$ cat src/rtl/apb_csr_pkg.sv
package apb_csr_pkg;
   localparam int unsigned OFS_IDENT  = 8'h00;
   localparam int unsigned OFS_CONTROL = 8'h04;
   localparam int unsigned OFS_STATUS = 8'h08;

   typedef enum logic [1:0] {
      RSEL_IDENT   = 2'd0,
      RSEL_CONTROL = 2'd1,
      RSEL_STATUS  = 2'd2,
      RSEL_NONE    = 2'd3
   } rsel_e;
endpackage

$ cat src/rtl/csr_addr_decode.sv
module csr_addr_decode
   import apb_csr_pkg::*;
#(
   parameter int unsigned ADDR_W = 8
) (
   input  logic              psel,
   input  logic              penable,
   input  logic              pwrite,
   input  logic [ADDR_W-1:0] paddr,
   output logic              wr_control,
   output logic              wr_status,
   output rsel_e             rsel
);
   logic access_wr;

   if (ADDR_W < 4) begin : g_bad_addr
      $error("csr_addr_decode: ADDR_W must cover offset 0x08");
   end

   assign access_wr = psel && penable && pwrite;

   always_comb begin
      rsel = RSEL_NONE;
      if (paddr == ADDR_W'(OFS_IDENT))        rsel = RSEL_IDENT;
      else if (paddr == ADDR_W'(OFS_CONTROL)) rsel = RSEL_CONTROL;
      else if (paddr == ADDR_W'(OFS_STATUS))  rsel = RSEL_STATUS;
   end

   assign wr_control = access_wr && (rsel == RSEL_CONTROL);
   assign wr_status  = access_wr && (rsel == RSEL_STATUS);
endmodule

$ cat src/rtl/csr_control_bank.sv
module csr_control_bank #(
   parameter int unsigned DATA_W   = 32,
   parameter int unsigned MODE_LSB = 1,
   parameter int unsigned MODE_W   = 3,
   parameter int unsigned THR_W    = 16
) (
   input  logic              clk,
   input  logic              rst_n,
   input  logic              wr_en,
   input  logic [DATA_W-1:0] wdata,
   output logic              en_q,
   output logic [MODE_W-1:0] mode_q,
   output logic [THR_W-1:0]  thr_q
);
   localparam int unsigned THR_LSB  = DATA_W - THR_W;
   localparam int unsigned MODE_MSB = MODE_LSB + MODE_W - 1;

   if (MODE_LSB == 0 || MODE_MSB >= THR_LSB) begin : g_bad_layout
      $error("csr_control_bank: mode field overlaps enable or threshold");
   end

   logic unused_wbits;
   if (THR_LSB > MODE_MSB + 1) begin : g_gap
      assign unused_wbits = ^wdata[THR_LSB-1:MODE_MSB+1];
   end else begin : g_nogap
      assign unused_wbits = 1'b0;
   end

   always_ff @(posedge clk or negedge rst_n) begin
      if (!rst_n) begin
         en_q   <= 1'b0;
         mode_q <= '0;
         thr_q  <= '0;
      end else if (wr_en) begin
         en_q   <= wdata[0];
         mode_q <= wdata[MODE_MSB:MODE_LSB];
         thr_q  <= wdata[DATA_W-1:THR_LSB];
      end
   end

   assert_mode_lane_R3: assert property (@(posedge clk) disable iff (!rst_n)
      wr_en |=> (mode_q == $past(wdata[MODE_MSB:MODE_LSB])));
   assert_thr_lane_R3: assert property (@(posedge clk) disable iff (!rst_n)
      wr_en |=> (thr_q == $past(wdata[DATA_W-1:THR_LSB])));
   assert_hold_R4: assert property (@(posedge clk) disable iff (!rst_n)
      !wr_en |=> $stable({en_q, mode_q, thr_q}));
endmodule

$ cat src/rtl/csr_done_flag.sv
module csr_done_flag (
   input  logic clk,
   input  logic rst_n,
   input  logic hw_set,
   input  logic sw_wr,
   input  logic sw_clr_bit,
   input  logic en,
   output logic done_q,
   output logic irq
);
   logic clr_req;
   assign clr_req = sw_wr && sw_clr_bit;

   always_ff @(posedge clk or negedge rst_n) begin
      if (!rst_n)       done_q <= 1'b0;
      else if (hw_set)  done_q <= 1'b1;
      else if (clr_req) done_q <= 1'b0;
   end

   assign irq = done_q && en;

   assert_set_wins_R7: assert property (@(posedge clk) disable iff (!rst_n)
      hw_set |=> done_q);
   assert_w1c_R6: assert property (@(posedge clk) disable iff (!rst_n)
      (sw_wr && sw_clr_bit && !hw_set) |=> !done_q);
   assert_keep_R6: assert property (@(posedge clk) disable iff (!rst_n)
      (!hw_set && !(sw_wr && sw_clr_bit)) |=> $stable(done_q));
endmodule

$ cat src/rtl/apb_csr_block.sv
module apb_csr_block
   import apb_csr_pkg::*;
#(
   parameter int unsigned ADDR_W    = 8,
   parameter int unsigned DATA_W    = 32,
   parameter int unsigned MODE_W    = 3,
   parameter int unsigned THR_W     = 16,
   parameter logic [7:0]  REV_MAJOR = 8'h01,
   parameter logic [7:0]  REV_MINOR = 8'h02,
   parameter logic [15:0] CAP_MASK  = 16'h0003
) (
   input  logic              pclk,
   input  logic              presetn,
   input  logic              psel,
   input  logic              penable,
   input  logic              pwrite,
   input  logic [ADDR_W-1:0] paddr,
   input  logic [DATA_W-1:0] pwdata,
   output logic [DATA_W-1:0] prdata,
   output logic              pready,
   output logic              pslverr,
   input  logic              core_busy,
   input  logic              core_done_set,
   output logic              ctl_en,
   output logic [MODE_W-1:0] ctl_mode,
   output logic [THR_W-1:0]  ctl_thresh,
   output logic              irq
);
   localparam int unsigned MODE_LSB = 1;
   localparam int unsigned THR_LSB  = DATA_W - THR_W;
   localparam int unsigned GAP_W    = THR_LSB - MODE_LSB - MODE_W;

   if (DATA_W != 32) begin : g_bad_width
      $error("apb_csr_block: identification layout needs DATA_W == 32");
   end

   logic  wr_control, wr_status, done_q;
   rsel_e rsel;
   logic [DATA_W-1:0] ident_word, control_word, status_word, rdata;

   csr_addr_decode #(.ADDR_W(ADDR_W)) u_decode (
      .psel(psel), .penable(penable), .pwrite(pwrite), .paddr(paddr),
      .wr_control(wr_control), .wr_status(wr_status), .rsel(rsel));

   csr_control_bank #(.DATA_W(DATA_W), .MODE_LSB(MODE_LSB), .MODE_W(MODE_W),
                      .THR_W(THR_W)) u_control (
      .clk(pclk), .rst_n(presetn), .wr_en(wr_control), .wdata(pwdata),
      .en_q(ctl_en), .mode_q(ctl_mode), .thr_q(ctl_thresh));

   csr_done_flag u_done (
      .clk(pclk), .rst_n(presetn), .hw_set(core_done_set),
      .sw_wr(wr_status), .sw_clr_bit(pwdata[1]), .en(ctl_en),
      .done_q(done_q), .irq(irq));

   assign ident_word   = {REV_MAJOR, REV_MINOR, CAP_MASK};
   assign control_word = {ctl_thresh, {GAP_W{1'b0}}, ctl_mode, ctl_en};
   assign status_word  = {{(DATA_W-2){1'b0}}, done_q, core_busy};

   always_comb begin
      unique case (rsel)
         RSEL_IDENT:   rdata = ident_word;
         RSEL_CONTROL: rdata = control_word;
         RSEL_STATUS:  rdata = status_word;
         default:      rdata = '0;
      endcase
   end

   assign prdata  = (psel && !pwrite) ? rdata : '0;
   assign pready  = 1'b1;
   assign pslverr = 1'b0;

   assert_ident_major_R1: assert property (@(posedge pclk) disable iff (!presetn)
      (psel && penable && pready && !pwrite && paddr == ADDR_W'(OFS_IDENT))
      |-> (prdata[31:24] == REV_MAJOR));
   assert_busy_view_R5: assert property (@(posedge pclk) disable iff (!presetn)
      (psel && !pwrite && paddr == ADDR_W'(OFS_STATUS)) |-> (prdata[0] == core_busy));
   assert_irq_gate_R8: assert property (@(posedge pclk) disable iff (!presetn)
      irq |-> ctl_en);
   assert_unmapped_zero_R9: assert property (@(posedge pclk) disable iff (!presetn)
      (psel && !pwrite && rsel == RSEL_NONE) |-> (prdata == '0));
endmodule

$ cat config.mk
export PLATFORM = sky130hd
export DESIGN_NAME = apb_csr_block
export DESIGN_NICKNAME = d
export VERILOG_FILES = /design/src/rtl/apb_csr_pkg.sv /design/src/rtl/csr_addr_decode.sv /design/src/rtl/csr_control_bank.sv /design/src/rtl/csr_done_flag.sv /design/src/rtl/apb_csr_block.sv
export SDC_FILE = /design/constraint.sdc
export NUM_CORES = 1
export LEC_CHECK = 0
export BUFFER_PORTS_ARGS = -buffer_cell sky130_fd_sc_hd__buf_4
export CORE_MARGIN = 2
export CORE_UTILIZATION = 42
export DETAILED_ROUTE_END_ITERATION = 8
export MAX_ROUTING_LAYER = met4
export PLACE_DENSITY = 0.85
export SLEW_MARGIN = 20
export SYNTH_ARGS = -nofsm -noshare
export SYNTH_HDL_FRONTEND = slang
export SYNTH_SLANG_ARGS = --single-unit
export TNS_END_PERCENT = 10
$ cat constraint.sdc
create_clock -name pclk -period 2.3 [get_ports pclk]
set_input_delay 0.23 -clock pclk [delete_from_list [all_inputs] [get_ports pclk]]
set_output_delay 0.23 -clock pclk [all_outputs]
set_load 0.03 [all_outputs]
==> results.yml <==
die:
  die_h_um: 58.5
  num_io_pins: 102
  core_area_um2: 2780
  die_area_um2: 3430
  start_util_pct: 44.9
  fp-row-count: 19
  die_w_um: 58.5
sta:
  maxSlewViolCount: 0
  fin_skew_ns: 0
  fin_ws_ns: 0.508
  hold_violations: 0
  rsz0062_at_grt: "no"
  min_period_over_period_pct: 77.9
  fmax_ghz: 0.558
  setup_viol: 0
  finalWorstPathRequiredPeriod_ns: 1.79
cells_and_area:
  multiInputGateArea_um2: 621
  seqCellArea_um2: 526
  stdcell_count: 211
  fillCellCount: 220
  final_common_cell: "buf_4"
  n_antenna_cell: 0
  utilization_pct: 65.2
  nets: 228
  syn2layout_area_growth_pct: 45.3
  final_layout_size_suffix_gt1_share_pct: 57.8
  most-common-layout-cells: "buf_4 (77), dfrtp_1 (21), mux2_4 (20)"
setup_path:
  reg2regPathDepth: 1
  worstSetupEndpointType: "output port"
  crit_fanout: 4
  worst_setup_path_start_kind: "input port"
  arrival_ns: 1.56
  cp.required_ns: 2.07
  crit_type: "in2out"
drt:
  wl_mm: 2.88
  vias_per_cell: 4.77
  drtIter0Drc: 14
  dr.pass1.iters: 4
  vias: 1007
  drc_errors: 0
  ant_nets: 0
  wl_per_cell_um: 13.6
clocking:
  cts-root-buf: "clkbuf_4"
  worstSkewPairLatency_ns: 0.29
  cts_sinks: 21
  clock_path_buffers: 2
  numCtsBuffers: 3
  clk_pin_slew_ns: 0.11
  cts_setup_buffers: 0
  htree_levels: 1
  cts_tree: "built"
hold_path:
  hold_class: "in2reg"
  hold_depth: 2
synthesis:
  ys_types: 22
  postSynth.asyncResetShare_pct: 100
  syn_inst: 103
  syn_avg_cell_area_um2: 12.1
  synth_seq_area_share_pct: 42.1
  ys_warn_count: 0
  synth_area_um2: 1250
  synth_ff_type: "dfrtp_1"
  synth_edf_count: 0
  synth-seq-cells: 21
grt:
  grt_pass1_vias: 986
  grt_pass1_wl_mm: 4.49
  overflow: 0
  grt_max_degree: 22
  antenna_found_initial: 0
  grt_use_total_pct: 17.6
run_status:
  status: "finished clean"
place:
  pre_cts_ws_ns: 0.509
  dp_hpwl_mm: 2.33
  placedCellCount: 206
  io_buffers: 75
  gp_congestion: 0.714
power:
  p_per_area_nw_per_um2: 374
  irDropWorstVdd_mv: 0.298
  p_leak_nw: 1.06
run:
  maxCapViolations: 0
[cells by family (layout without fill, tap and decap cells)]
family / after synthesis / in the layout / share of synthesized area [%]
and+or+nand+nor: 34 / 34 / 18.5
DFF: 21 / 21 / 42.1
buffers and inverters: 21 / 86 / 11.8
muxes: 20 / 20 / 24.0
AOI/OAI and AO/OA: 5 / 5 / 2.91
other: 2 / 14 / 0.601
[Yosys cell counts (2+ instances only)]
cell | number | area [µm²]
dfrtp_1 | 21 | 526
and2_1 | 16 | 100
mux2_4 | 20 | 300
and3_1 | 3 | 18.8
buf_6 | 2 | 22.5
nor2b_1 | 4 | 25.0
o22ai_1 | 2 | 12.5
a2111oi_0 | 2 | 17.5
nor2_1 | 3 | 11.3
conb_1 | 2 | 7.51
inv_1 | 4 | 15.0
buf_4 | 14 | 105
[timing repair]
item / in CTS / in global routing
hold buffers: 1 / 0
hold endpoints to repair: 21 / 0
gates resized for setup: 0 / 0
[critical path, stage by stage]
cell	delay, ns
buf_4	0.12
nor4_4	0.35
nand2_1	0.13
a2111oi_0	0.48
buf_4	0.25
[per-layer routing]
layer  vias up  wire length [µm]  global-route usage, %
met1       474              1130                   22.6
li1        475                 -                      -
met3         2               227                   2.20
met4         0                13                   3.99
met5         -                 0                      -
met2        56              1510                   29.5
[per-stage QoR]
stage               cell area, µm²  setup TNS (ns)  hold WS (ns)  power, mW
finish                        1810               0         0.163      0.678
global route                  1810               0         0.145      0.711
CTS                           1810               0         0.156      0.685
detailed placement            1780               0         0.129      0.516
global placement              1780               0         0.122      0.512
floorplan                     1290          -0.332       -0.0656      0.463
[flip-flops by register name, summed over array words and instances (netlist names)]
| register | count |
|---|---|
| u_control.mode_q | 3 |
| u_control.en_q | 1 |
| u_done.done_q | 1 |
| u_control.thr_q | 16 |
[area by class of cell]
class / count / area share (%)
inverter: 4 / 0.828
clock buffer: 4 / 1.45
sequential: 21 / 29.0
timing repair buffer: 78 / 32.4
multi-input combinational: 73 / 34.2
tap: 31 / 2.14
[where the power goes]
part	total [mW]	internal (mW)	switching [mW]	leakage, nW
registers	0.379	0.374	0.00430	0.287
clock network	0.169	0.0673	0.101	0.0150
logic	0.131	0.0581	0.0727	0.758
[worst paths after layout]
check	from	slack (ns)	end
min	pwdata[18]	0.16	u_control.thr_q[2]
max reg2reg	u_control.thr_q[0]	1.50	u_control.thr_q[0]
min reg2reg	u_control.thr_q[13]	0.54	u_control.thr_q[13]
max	paddr[5]	0.51	prdata[24]
max in group asynchronous	presetn	1.75	u_control.thr_q[4]
min in group asynchronous	presetn	0.34	u_done.done_q
Note: power is estimated with default switching activity, not from simulation.
